==> src/rtl/rxerr_pkg.sv <==
package rxerr_pkg;

  localparam int unsigned DATA_W = 32;

  typedef enum logic [3:0] {
    SEL_NONE,
    SEL_VER,
    SEL_LANES,
    SEL_SHDN,
    SEL_PRST,
    SEL_CRST,
    SEL_PCFG,
    SEL_ERR1,
    SEL_ERR2,
    SEL_MSK1,
    SEL_MSK2
  } reg_sel_e;

  function automatic reg_sel_e decode_addr(input logic [31:0] a);
    reg_sel_e s;
    case (a)
      32'h00:  s = SEL_VER;
      32'h04:  s = SEL_LANES;
      32'h08:  s = SEL_SHDN;
      32'h0C:  s = SEL_PRST;
      32'h10:  s = SEL_CRST;
      32'h14:  s = SEL_PCFG;
      32'h20:  s = SEL_ERR1;
      32'h24:  s = SEL_ERR2;
      32'h28:  s = SEL_MSK1;
      32'h2C:  s = SEL_MSK2;
      default: s = SEL_NONE;
    endcase
    return s;
  endfunction

endpackage

==> src/rtl/rxerr_decode.sv <==
module rxerr_decode
  import rxerr_pkg::*;
#(
  parameter int unsigned ADDR_W = 8
) (
  input  logic              psel_i,
  input  logic              penable_i,
  input  logic              pwrite_i,
  input  logic [ADDR_W-1:0] paddr_i,
  output reg_sel_e          sel_o,
  output logic              rd_o,
  output logic              wr_o
);

  assign sel_o = decode_addr(32'(paddr_i));
  assign rd_o  = psel_i && penable_i && !pwrite_i;
  assign wr_o  = psel_i && penable_i && pwrite_i;

endmodule

==> src/rtl/rxerr_cfg.sv <==
module rxerr_cfg
  import rxerr_pkg::*;
#(
  parameter int unsigned NUM_LANES = 4,
  parameter int unsigned STATE_W   = 8,
  localparam int unsigned LANE_W   = $clog2(NUM_LANES + 1)
) (
  input  logic               clk_i,
  input  logic               rst_ni,
  input  logic               wr_i,
  input  reg_sel_e           sel_i,
  input  logic [DATA_W-1:0]  wdata_i,
  output logic [LANE_W-1:0]  lanes_o,
  output logic               shdn_o,
  output logic               prst_o,
  output logic               crst_o,
  output logic [STATE_W-1:0] pcfg_o
);

  logic lane_ok;
  assign lane_ok = (wdata_i != '0) && (wdata_i <= DATA_W'(NUM_LANES));

  always_ff @(posedge clk_i or negedge rst_ni) begin
    if (!rst_ni) begin
      lanes_o <= LANE_W'(1);
      shdn_o  <= 1'b0;
      prst_o  <= 1'b0;
      crst_o  <= 1'b0;
      pcfg_o  <= '0;
    end else if (wr_i) begin
      case (sel_i)
        SEL_LANES: if (lane_ok) lanes_o <= wdata_i[LANE_W-1:0];
        SEL_SHDN:  shdn_o <= wdata_i[0];
        SEL_PRST:  prst_o <= wdata_i[0];
        SEL_CRST:  crst_o <= wdata_i[0];
        SEL_PCFG:  pcfg_o <= wdata_i[STATE_W-1:0];
        default:   ;
      endcase
    end
  end

endmodule

==> src/rtl/rxerr_sticky.sv <==
module rxerr_sticky #(
  parameter int unsigned W = 12
) (
  input  logic         clk_i,
  input  logic         rst_ni,
  input  logic [W-1:0] evt_i,
  input  logic         clr_i,
  input  logic         mask_we_i,
  input  logic [W-1:0] mask_d_i,
  output logic [W-1:0] status_o,
  output logic [W-1:0] mask_o,
  output logic         irq_o
);

  always_ff @(posedge clk_i or negedge rst_ni) begin
    if (!rst_ni) begin
      status_o <= '0;
      mask_o   <= '0;
    end else begin
      // new events win over the clear of the same cycle
      status_o <= (clr_i ? '0 : status_o) | evt_i;
      if (mask_we_i) mask_o <= mask_d_i;
    end
  end

  assign irq_o = |(status_o & ~mask_o);

endmodule

==> src/rtl/rx_err_bank.sv <==
module rx_err_bank
  import rxerr_pkg::*;
#(
  parameter int unsigned NUM_LANES = 4,
  parameter int unsigned NUM_VC    = 4,
  parameter int unsigned ADDR_W    = 8,
  parameter int unsigned STATE_W   = 8,
  parameter logic [31:0] VERSION   = 32'h0,
  localparam int unsigned LANE_W   = $clog2(NUM_LANES + 1)
) (
  input  logic                 clk_i,
  input  logic                 rst_ni,
  input  logic                 psel_i,
  input  logic                 penable_i,
  input  logic                 pwrite_i,
  input  logic [ADDR_W-1:0]    paddr_i,
  input  logic [DATA_W-1:0]    pwdata_i,
  output logic [DATA_W-1:0]    prdata_o,
  output logic                 pready_o,
  input  logic [NUM_LANES-1:0] sot_sync_err_i,
  input  logic [NUM_LANES-1:0] sot_err_i,
  input  logic [NUM_LANES-1:0] esc_err_i,
  input  logic [NUM_VC-1:0]    crc_err_i,
  input  logic [NUM_VC-1:0]    hdr_fix_i,
  input  logic [NUM_VC-1:0]    dt_unknown_i,
  input  logic [NUM_VC-1:0]    frm_match_err_i,
  input  logic [NUM_VC-1:0]    frm_seq_err_i,
  input  logic [NUM_VC-1:0]    frm_data_err_i,
  input  logic                 hdr_dbl_err_i,
  output logic [LANE_W-1:0]    lanes_o,
  output logic                 phy_shutdown_o,
  output logic                 phy_rst_o,
  output logic                 ctrl_rst_o,
  output logic [STATE_W-1:0]   phy_cfg_o,
  output logic                 irq_o
);

  localparam int unsigned ERR1_W = 3 * NUM_LANES;
  localparam int unsigned ERR2_W = 6 * NUM_VC + 1;

  reg_sel_e sel;
  logic     rd, wr;

  rxerr_decode #(.ADDR_W(ADDR_W)) u_dec (
    .psel_i   (psel_i),
    .penable_i(penable_i),
    .pwrite_i (pwrite_i),
    .paddr_i  (paddr_i),
    .sel_o    (sel),
    .rd_o     (rd),
    .wr_o     (wr)
  );

  rxerr_cfg #(.NUM_LANES(NUM_LANES), .STATE_W(STATE_W)) u_cfg (
    .clk_i  (clk_i),
    .rst_ni (rst_ni),
    .wr_i   (wr),
    .sel_i  (sel),
    .wdata_i(pwdata_i),
    .lanes_o(lanes_o),
    .shdn_o (phy_shutdown_o),
    .prst_o (phy_rst_o),
    .crst_o (ctrl_rst_o),
    .pcfg_o (phy_cfg_o)
  );

  // event packing, lowest group at bit 0
  logic [ERR1_W-1:0] phy_evt;
  logic [ERR2_W-1:0] proto_evt;
  assign phy_evt   = {esc_err_i, sot_err_i, sot_sync_err_i};
  assign proto_evt = {hdr_dbl_err_i, frm_data_err_i, frm_seq_err_i, frm_match_err_i,
                      dt_unknown_i, hdr_fix_i, crc_err_i};

  logic [ERR1_W-1:0] status1, mask1;
  logic [ERR2_W-1:0] status2, mask2;
  logic              irq1, irq2;

  rxerr_sticky #(.W(ERR1_W)) u_err1 (
    .clk_i    (clk_i),
    .rst_ni   (rst_ni),
    .evt_i    (phy_evt),
    .clr_i    (rd && (sel == SEL_ERR1)),
    .mask_we_i(wr && (sel == SEL_MSK1)),
    .mask_d_i (pwdata_i[ERR1_W-1:0]),
    .status_o (status1),
    .mask_o   (mask1),
    .irq_o    (irq1)
  );

  rxerr_sticky #(.W(ERR2_W)) u_err2 (
    .clk_i    (clk_i),
    .rst_ni   (rst_ni),
    .evt_i    (proto_evt),
    .clr_i    (rd && (sel == SEL_ERR2)),
    .mask_we_i(wr && (sel == SEL_MSK2)),
    .mask_d_i (pwdata_i[ERR2_W-1:0]),
    .status_o (status2),
    .mask_o   (mask2),
    .irq_o    (irq2)
  );

  assign irq_o    = irq1 | irq2;
  assign pready_o = 1'b1;

  always_comb begin
    prdata_o = '0;
    if (rd) begin
      case (sel)
        SEL_VER:   prdata_o = VERSION;
        SEL_LANES: prdata_o = DATA_W'(lanes_o);
        SEL_SHDN:  prdata_o = DATA_W'(phy_shutdown_o);
        SEL_PRST:  prdata_o = DATA_W'(phy_rst_o);
        SEL_CRST:  prdata_o = DATA_W'(ctrl_rst_o);
        SEL_PCFG:  prdata_o = DATA_W'(phy_cfg_o);
        SEL_ERR1:  prdata_o = DATA_W'(status1);
        SEL_ERR2:  prdata_o = DATA_W'(status2);
        SEL_MSK1:  prdata_o = DATA_W'(mask1);
        SEL_MSK2:  prdata_o = DATA_W'(mask2);
        default:   prdata_o = '0;
      endcase
    end
  end

endmodule

==> config.mk <==
export PLATFORM = sky130hd
export DESIGN_NAME = rx_err_bank
export DESIGN_NICKNAME = d
export VERILOG_FILES = /design/src/rtl/rxerr_pkg.sv /design/src/rtl/rxerr_decode.sv /design/src/rtl/rxerr_cfg.sv /design/src/rtl/rxerr_sticky.sv /design/src/rtl/rx_err_bank.sv
export SDC_FILE = /design/constraint.sdc
export NUM_CORES = 1
export LEC_CHECK = 0
export CAP_MARGIN = 20
export CORE_AREA = 2 2 117 119
export CTS_BUF_LIST = sky130_fd_sc_hd__clkbuf_16
export DETAILED_ROUTE_END_ITERATION = 7
export DIE_AREA = 0 0 119 121
export HOLD_SLACK_MARGIN = 0.02
export PLACE_DENSITY_LB_ADDON = 0.15
export SLEW_MARGIN = 20
export SYNTH_ARGS = -nofsm -noshare
export SYNTH_HDL_FRONTEND = slang
export SYNTH_SLANG_ARGS = --single-unit
export TNS_END_PERCENT = 30
==> constraint.sdc <==
create_clock -name clk_i -period 2.7 [get_ports clk_i]
set_input_delay 0.675 -clock clk_i [delete_from_list [all_inputs] [get_ports clk_i]]
set_output_delay 0.675 -clock clk_i [all_outputs]
set_load 0.05 [all_outputs]
# After elaboration in Yosys (flattened, before gate mapping)
# Index checks and enable logic that the tools add are counted.
# op_classes
order_cmp	1
eq_ne	18
muxes	5
n_bitwise	7
n_reduce_logical	18
# ops
op	n
one-hot mux 25 bit (9 select lines)	1
two-way mux 25 bit	2
one-hot mux 4 bit (10 select lines)	1
equality test 8 x 6 -> 1 bit, second input constant	4
less-or-equal comparator 32 x 3 -> 1 bit, second input constant	1
nonzero test 32 bit	1
AND 25 bit	1
inverter 25 bit	1
bitwise OR 25 bit	1
OR reduction 25 bit	1
equality test 4 x 3 -> 1 bit, second input constant	4
equality test 8 x 4 -> 1 bit, second input constant	2
equality test 8 x 5 -> 1 bit, second input constant	2
AND 12 bit	1
equality test 4 bit, second input constant	3
two-way mux 12 bit	1
inverter 12 bit	1
bitwise OR 12 bit	1
OR reduction 12 bit	1
equality test 4 x 2 -> 1 bit, second input constant	2
equality test 8 x 3 -> 1 bit, second input constant	1
logical AND 1 bit	8
logical NOT 8 bit	1
AND reduction 2 bit	4
3 further kinds	3
# word_totals
ff_bits	88
input_bits	82
word_cells	58

# Logic depth before layout (Yosys ltp)
# Gate-level depths: netlist of run 1.
# logic_depth
word_depth	6
depth_mapped	7

# Cells and area by module
# Synthesis of run 1 repeated with hierarchy kept, for this count alone.
# unflattened
cells_unflattened	412
area_unflattened_um2	4759.6
# modules_own_cells
module	n_inst	cells_each	area_per_inst_um2	seq_area_each_um2
rxerr_sticky at u_err2	1	146	2049.5	1251.2
rxerr_sticky at u_err1	1	71	969.7	600.6
rx_err_bank	1	127	940.9	0.0
rxerr_cfg	1	49	670.6	351.6
rxerr_decode	1	19	128.9	0.0

# Least setup slack after synthesis of run 1
# No wires, ideal clock.
# synth_timing
kind	input to output
from	in paddr_i[4]
to	out prdata_o[23]
arrival_ps	2807
required_ps	2025
slack_ps	-782
cell_stages	5
n_path_buf	1
cell_sequence	or4b_4 > nor3_2 > buf_2 > nand2_1 > nor3b_1
# synth_between
elab_chain_cells	5
word_cells_on_any_way	22
# synth_rtl
item	line	source
from (decl)	rx_err_bank.sv:16	input logic [ADDR_W-1:0] paddr_i,
equality test 8 x 6 -> 1 bit (tied with other cells)	rxerr_pkg.sv:21	case (a)
one-hot mux 4 bit (10 select lines) *	rxerr_pkg.sv:21	
equality test 4 bit (tied with other cells)	rx_err_bank.sv:108	case (sel)
one-hot mux 25 bit (9 select lines) *	rx_err_bank.sv:108	
two-way mux 25 bit *	rx_err_bank.sv:107	if (rd) begin
to (decl)	rx_err_bank.sv:18	output logic [DATA_W-1:0] prdata_o,
# Every way passes the cells marked *; elsewhere a longest branch is shown, timed or not.

# Worst setup path in the final report of run 1
# layout_timing
from	in paddr_i[7]
to	out prdata_o[6]
# Same word-level chain as after synthesis.

==> load_flow_metrics.sql, run 1 <==
INSERT INTO impl_metrics (metric_group, metric, value, unit) VALUES
('synthesis', 'synth_edf_count', '0', ''),
('route', 'dr.pass1.iters', '4', ''),
('status', 'status', 'finished, violations left', ''),
('place', 'buffer_ports.inserted', '121', ''),
('die', 'rows', '42', ''),
('clock_tree', 'cts_htree_levels', '3', ''),
('sta', 'setup_slack', '-196.2', 'ps'),
('power_and_ir_drop', 'peak_ir_drop_on_the_vdd_network', '0.3249', 'mV'),
('synthesis', 'synth_top_area_share', '48.55', '%'),
('global_routing', 'grt.total_usage', '20.23', '%'),
('synthesis', 'ys.flop_type', 'sky130_fd_sc_hd__dfrtp_1', ''),
('setup_path', 'start_kind', 'primary input', ''),
('global_routing', 'initial_antenna_violation_count', '0', ''),
('synthesis', 'yosys.area.top_type', 'sky130_fd_sc_hd__dfrtp_1', ''),
('sta', 'clock-skew-final', '0', 'ps'),
('clock_tree', 'clock_tree_from_tritoncts', 'built', ''),
('global_routing', 'grt_start_max_net_pins', '58', ''),
('sta', 'timing.slew.headroom', '50.16', '%'),
('sta', 'hold_slack_final', '386.5', 'ps'),
('synthesis', 'synth.cell_area', '4484', 'µm²'),
('setup_path', 'cp_data_required_time', '2030', 'ps'),
('route', 'vias', '3798', ''),
('synthesis', 'ys.warnings.count', '0', ''),
('sta', 'worst-slew-pin-transition', '747.6', 'ps'),
('finish', 'regArea', '2203', 'µm²'),
('route', 'wl', '13990', 'µm'),
('route', 'drt.antenna.violating_nets', '0', ''),
('sta', 'layout_worst_path_cycle_share', '107.3', '%'),
('clock_tree', 'cts-root-buf', 'sky130_fd_sc_hd__clkbuf_16', ''),
('finish', 'antenna_cells_inserted', '0', ''),
('clock_tree', 'clkLatencyLatePin', '340', 'ps'),
('finish', 'drive_gt1_share', '34.02', '%'),
('setup_path', 'worst_setup_path_end_kind', 'output port', ''),
('global_routing', 'grt_pass1_wl', '22120', 'µm'),
('clock_tree', 'cts.reportedPaths.clkPinSlew', '70', 'ps'),
('global_routing', 'grt_pass1_vias', '4033', ''),
('synthesis', 'post_synth_num_cell_types', '44', ''),
('finish', 'multi_input_area', '2292', 'µm²'),
('finish', 'finalInstanceArea', '7206', 'µm²'),
('route', 'drc', '0', ''),
('global_routing', 'globalRoute.totalOverflow', '0', ''),
('route', 'drt_first_iter_violations', '161', ''),
('synthesis', 'synth_area_per_cell', '11.44', 'µm²'),
('status', 'violations', 'negative setup slack', ''),
('clock_tree', 'clkSinkCount', '88', ''),
('sta', 'rsz0062_at_grt', 'true', ''),
('setup_path', 'cp_data_arrival_time', '2220', 'ps'),
('run', 'maxCapViolations', '0', ''),
('sta', 'fmax', '345.3', 'MHz'),
('die', 'floorplan.initialDensity', '34.27', '%'),
('worst_hold_path', 'hold_path_class', 'primary input to asynchronous set/reset pin', ''),
('route', 'via_per_inst', '4.991', ''),
('setup_path', 'critPathMaxFanout', '5', ''),
('place', 'placement.cell_area', '6720', 'µm²'),
('power_and_ir_drop', 'power.density_cell_area', '412.5', 'nW/µm²'),
('synthesis', 'cell_types_with_the_largest_area_share_after_synthesis', 'sky130_fd_sc_hd__dfrtp_1, sky130_fd_sc_hd__mux2_2, sky130_fd_sc_hd__a21o_1', ''),
('setup_path', 'criticalPathCategory', 'primary input to output port', ''),
('sta', 'final-hold-violation-count', '0', ''),
('finish', 'area_growth_syn_to_layout', '60.69', '%'),
('finish', 'layout.nets', '662', ''),
('die', 'core-area', '13090', 'µm²'),
('sta', 'final_period_minus_worst_setup_slack', '2896', 'ps'),
('die', 'chipWidth', '119', 'µm'),
('sta', 'slew_viol_final', '0', ''),
('power_and_ir_drop', 'p_leak', '3.264', 'nW'),
('place', 'place_hpwl', '10790', 'µm'),
('die', 'die-height', '121', 'µm'),
('sta', 'finalSetupViolCount', '25', ''),
('synthesis', 'proportion_of_synthesized_chip_area_in_sequential_cells', '49.14', '%'),
('clock_tree', 'cts-buffers-inserted', '9', ''),
('place', 'place_congestion', '0.8733', ''),
('route', 'wire_per_inst', '18.38', 'µm'),
('clock_tree', 'clk_path_buf_depth', '2', ''),
('finish', 'num-fill-cells', '1131', ''),
('synthesis', 'synth_cells', '392', ''),
('die', 'die_area', '14400', 'µm²'),
('synthesis', 'synth.ff_latch_count', '88', ''),
('die', 'floorplan.io_pins', '130', ''),
('synthesis', 'synth-async-reset-ratio', '100.0', '%');
kinds of logic after synthesis:
group | Yosys count | share of synthesized area [%]
other cells | 2 | 0.1675
flops | 88 | 49.14
mux | 76 | 20.15
buf+inv | 50 | 5.636
simple gates | 98 | 12.33
compound gates | 78 | 12.58
layout by cell type (no fill, tap or decap), types with 16 or more instances in the layout:
cell                              netlist  layout
sky130_fd_sc_hd__mux2i_1               16      16
sky130_fd_sc_hd__a21o_1                39      39
sky130_fd_sc_hd__mux2_2                34      34
sky130_fd_sc_hd__inv_1                 27      28
sky130_fd_sc_hd__clkdlybuf4s50_1        0      84
sky130_fd_sc_hd__mux2_1                20      20
sky130_fd_sc_hd__buf_4                 11      60
sky130_fd_sc_hd__dfrtp_1               87      87
sky130_fd_sc_hd__buf_12                 0      31
stage by stage:
stage	total power, mW	setup TNS [ps]	utilization (%)	std cells	setup WS [ps]
finish	2.973	-2826	55.07	761	-196.2
global route	3.085	-3961	55.07	761	-250.3
CTS	3.001	-3537	54.72	757	-242.4
detailed placement	1.727	-20640	51.36	735	-642.1
global placement	1.725	-20260	51.36	735	-618.5
floorplan	1.488	-2202	-	398	-196.5
per-layer routing:
metal  routed length [µm]  track usage (%)  part of all wire (%)  vias to the layer above
li1                     -                -                     -                     1797
met1                 6199            26.75                    44                     1872
met2                 6703            32.90                    48                      108
met3                  712            4.041                   5.1                       21
met4                  369            7.664                   2.6                        0
met5                    0                0                     0                        -
cell usage after synthesis (4+ instances only):
master and n:
sky130_fd_sc_hd__nand2b_1 11, sky130_fd_sc_hd__nand4_1 7, sky130_fd_sc_hd__a21oi_1 5, sky130_fd_sc_hd__buf_4 11, sky130_fd_sc_hd__mux2_2 34, sky130_fd_sc_hd__buf_2 7
sky130_fd_sc_hd__a22oi_1 10, sky130_fd_sc_hd__nor4_1 11, sky130_fd_sc_hd__mux2i_1 16, sky130_fd_sc_hd__a21o_1 39, sky130_fd_sc_hd__mux2_1 20, sky130_fd_sc_hd__and3_1 4
sky130_fd_sc_hd__o22ai_1 11, sky130_fd_sc_hd__dfrtp_1 87, sky130_fd_sc_hd__nand2_1 14, sky130_fd_sc_hd__mux4_2 6, sky130_fd_sc_hd__nor2_1 23, sky130_fd_sc_hd__inv_1 27
sky130_fd_sc_hd__nand3_1 6
sequential cells by signal (all words and copies together) (netlist names), 3 cells and up:
| name | count |
|---|---|
| u_err2.status_o | 25 |
| u_err2.mask_o | 25 |
| u_cfg.lanes_o | 3 |
| u_err1.status_o | 12 |
| u_err1.mask_o | 12 |
| u_cfg.pcfg_o | 8 |
layout make-up:
type	count	area share (%)
clock buffer	9	3.126
tap	176	3.056
multi-input combinational	260	31.81
timing repair buffer	194	29.03
inverter	27	1.406
sequential	88	30.58
clock inverter	7	0.9898
worst paths after layout:
check / depth (start not counted) / slack [ps] / to / from
worst max-delay path: 7 / -200 / prdata_o[6] / paddr_i[7]
worst min-delay path: 1 / 390 / u_err2.status_o[14]$_DFF_PN0_ / rst_ni
worst max register to register: 1 / 1830 / u_err2.mask_o[16]$_DFFE_PN0P_ / u_err2.mask_o[16]$_DFFE_PN0P_
worst min register to register: 1 / 480 / u_err2.status_o[10]$_DFF_PN0_ / u_err2.status_o[10]$_DFF_PN0_
max in group asynchronous: 2 / 1640 / u_err2.status_o[22]$_DFF_PN0_ / rst_ni
min in group clk_i: 1 / 480 / u_err2.status_o[10]$_DFF_PN0_ / u_err2.status_o[10]$_DFF_PN0_
power by group:
part | total, mW | internal, mW | switching (mW)
registers | 1.34 | 1.33 | 0.00874
logic | 0.375 | 0.199 | 0.176
clock network | 1.26 | 0.717 | 0.542
total | 2.97 | 2.25 | 0.727
worst max-delay path, cell delays in order:
cell,delay [ps]
sky130_fd_sc_hd__buf_6,90
sky130_fd_sc_hd__or4b_4,580
sky130_fd_sc_hd__nor3_4,260
sky130_fd_sc_hd__buf_6,200
sky130_fd_sc_hd__a22oi_1,90
sky130_fd_sc_hd__nor2_2,160
sky130_fd_sc_hd__buf_12,160
repair_timing:
item / in CTS / in global routing
pin swaps: 13 / 9
resized for setup: 48 / 7
buffers inserted: 4 / 4
hold buffers: 0 / 0
gates cloned: 2 / 0
endpoints found under the setup margin: 25 / 25
Note: power is estimated with default switching activity, not from simulation.
==> inputs of run 2 (changes only) <==
--- a/config.mk
+++ b/config.mk
@@ -7,7 +7,6 @@
 export LEC_CHECK = 0
 export CAP_MARGIN = 20
 export CORE_AREA = 2 2 117 119
-export CTS_BUF_LIST = sky130_fd_sc_hd__clkbuf_16
 export DETAILED_ROUTE_END_ITERATION = 7
 export DIE_AREA = 0 0 119 121
 export HOLD_SLACK_MARGIN = 0.02
==> load_flow_metrics.sql, run 2 (same netlist as run 1, synthesis figures left out) <==
INSERT INTO impl_metrics (metric_group, metric, value, unit) VALUES
('power_and_ir_drop', 'power.density_cell_area', '413.8', 'nW/µm²'),
('global_routing', 'globalRoute.totalOverflow', '0', ''),
('run', 'maxCapViolations', '0', ''),
('setup_path', 'rr_endpoint', 'u_err2.mask_o[16]$_DFFE_PN0P_', ''),
('sta', 'clock-skew-final', '0', 'ps'),
('power_and_ir_drop', 'fin_total_pwr', '2.982', 'mW'),
('setup_path', 'cp_data_required_time', '2030', 'ps'),
('sta', 'timing.slew.headroom', '50.25', '%'),
('clock_tree', 'clock_tree_from_tritoncts', 'built', ''),
('finish', 'top_regs', 'u_err2.mask_o: 25 flops, u_err2.status_o: 25 flops', ''),
('worst_hold_path', 'hold_path_class', 'primary input to asynchronous set/reset pin', ''),
('place', 'buffer_ports.inserted', '121', ''),
('die', 'floorplan.io_pins', '130', ''),
('sta', 'setup_slack', '-196.2', 'ps'),
('clock_tree', 'clkSinkCount', '88', ''),
('die', 'rows', '42', ''),
('route', 'wl', '14010', 'µm'),
('setup_path', 'criticalPathCategory', 'primary input to output port', ''),
('setup_path', 'r2r_start', 'u_err2.mask_o[16]$_DFFE_PN0P_', ''),
('route', 'drc', '0', ''),
('clock_tree', 'cts-buffers-inserted', '9', ''),
('clock_tree', 'cts_htree_levels', '3', ''),
('clock_tree', 'cts_stage_hold_buffer_count', '0', ''),
('status', 'status', 'finished, violations left', ''),
('global_routing', 'grt.total_usage', '20.23', '%'),
('sta', 'finalSetupViolCount', '25', ''),
('finish', 'layout_common_cells', 'sky130_fd_sc_hd__dfrtp_1, sky130_fd_sc_hd__clkdlybuf4s50_1, sky130_fd_sc_hd__buf_4', ''),
('clock_tree', 'clk_path_buf_depth', '2', ''),
('place', 'post-place-cells', '735', ''),
('finish', 'finish.cell_count_without_fillers', '761', ''),
('setup_path', 'start_kind', 'primary input', ''),
('die', 'core-area', '13090', 'µm²'),
('place', 'place_congestion', '0.8733', ''),
('global_routing', 'initial_antenna_violation_count', '0', ''),
('sta', 'final_period_minus_worst_setup_slack', '2896', 'ps'),
('sta', 'summed_negative_setup_slack_over_all_endpoints', '-2825', 'ps'),
('die', 'chipWidth', '119', 'µm'),
('setup_path', 'timing.reg2reg.worst_path_depth', '1', ''),
('finish', 'layout_commonest_cell', 'sky130_fd_sc_hd__dfrtp_1', ''),
('setup_path', 'critical-path-slowest-cell', 'sky130_fd_sc_hd__or4b_4', ''),
('route', 'via_per_inst', '4.997', ''),
('global_routing', 'grt_pass1_vias', '4033', ''),
('finish', 'drive_gt1_share', '34.02', '%'),
('die', 'die_area', '14400', 'µm²'),
('finish', 'antenna_cells_inserted', '0', ''),
('setup_path', 'timing.critical_path.mode_cell', 'sky130_fd_sc_hd__buf_6', ''),
('setup_path', 'worst_setup_path_end_kind', 'output port', ''),
('setup_path', 'crit_path_max_incr_delay', '580', 'ps'),
('setup_path', 'cp_data_arrival_time', '2220', 'ps'),
('setup_path', 'path_cells', 'buf_6 -> or4b_4 -> nor3_4 -> buf_6 -> a22oi_1 -> nor2_2 -> buf_12', ''),
('route', 'vias', '3803', ''),
('place', 'place_hpwl', '10790', 'µm'),
('die', 'floorplan.initialDensity', '34.27', '%'),
('finish', 'layout.nets', '662', ''),
('finish', 'finalInstanceArea', '7206', 'µm²'),
('route', 'drt.antenna.violating_nets', '0', ''),
('sta', 'worst-slew-pin-transition', '746.2', 'ps'),
('setup_path', 'crit_buf_inv', '3', ''),
('global_routing', 'grt_start_max_net_pins', '58', ''),
('sta', 'layout_worst_path_cycle_share', '107.3', '%'),
('clock_tree', 'cts.reportedPaths.clkPinSlew', '70', 'ps'),
('global_routing', 'grt_pass1_wl', '22120', 'µm'),
('route', 'dr.pass1.iters', '4', ''),
('die', 'die-height', '121', 'µm'),
('setup_path', 'setup.reg_to_reg.worst_slack', '1830', 'ps'),
('setup_path', 'critical-path-top-delay-family', 'simple AND/OR/NAND/NOR gates', ''),
('finish', 'fin_util', '55.07', '%'),
('route', 'drt_first_iter_violations', '161', ''),
('power_and_ir_drop', 'peak_ir_drop_on_the_vdd_network', '0.3248', 'mV'),
('sta', 'rsz0062_at_grt', 'true', ''),
('place', 'placement.cell_area', '6720', 'µm²'),
('sta', 'fmax', '345.3', 'MHz'),
('route', 'wire_per_inst', '18.42', 'µm'),
('clock_tree', 'clkLatencyLatePin', '340', 'ps'),
('clock_tree', 'cts-root-buf', 'sky130_fd_sc_hd__clkbuf_16', ''),
('setup_path', 'critPathMaxFanout', '5', ''),
('sta', 'slew_viol_final', '0', ''),
('power_and_ir_drop', 'p_leak', '3.259', 'nW'),
('finish', 'area_growth_syn_to_layout', '60.69', '%'),
('status', 'violations', 'negative setup slack', ''),
('sta', 'final-hold-violation-count', '0', '');
run 2: worst max path at each step:
stage	startpoint	slack, ps	depth (start not counted)	end
after detailed placement	paddr_i[4]	-640	7	prdata_o[15]
after global placement	paddr_i[4]	-620	7	prdata_o[20]
final	paddr_i[7]	-200	7	prdata_o[6]
after CTS	paddr_i[7]	-240	7	prdata_o[0]
after global routing	paddr_i[7]	-250	7	prdata_o[6]
after floorplan	paddr_i[4]	-200	4	prdata_o[12]
run 2: final cells by class:
class	count	area (µm²)
multi-input combinational	260	2292
clock inverter	6	67.56
timing repair buffer	194	2092
tap	176	220.2
clock buffer	10	229.0
sequential	88	2203
inverter	27	101.3
fill	1131	5879
run 2: metal layers:
metal  vias to the layer above  routed length [µm]  GRT usage, %
met3                        21                 680         4.041
li1                       1796                   -             -
met5                         -                   0             0
met4                         0                 370         7.664
met1                      1872                6254         26.75
met2                       114                6708         32.90
run 2: through the flow:
| stage | setup slack, ps | hold WS (ps) |
|---|---|---|
| after global routing | -250.3 | 454.5 |
| after detailed placement | -642.1 | 471.7 |
| after global placement | -618.5 | 466.0 |
| final | -196.2 | 384.6 |
| after floorplan | -196.5 | 379.4 |
| after CTS | -242.4 | 421.7 |
run 2: power by group:
group	switching, mW	internal [mW]
Combinational	0.176	0.199
Clock	0.547	0.721
Sequential	0.00874	1.33
Total	0.732	2.25
run 2: repair_timing:
action | 4_1_cts | 5_1_grt
setup buffers | 4 | 4
gates resized for setup | 48 | 7
cloned | 2 | 0
endpoints found under the setup margin | 25 | 25
pin swaps | 13 | 9
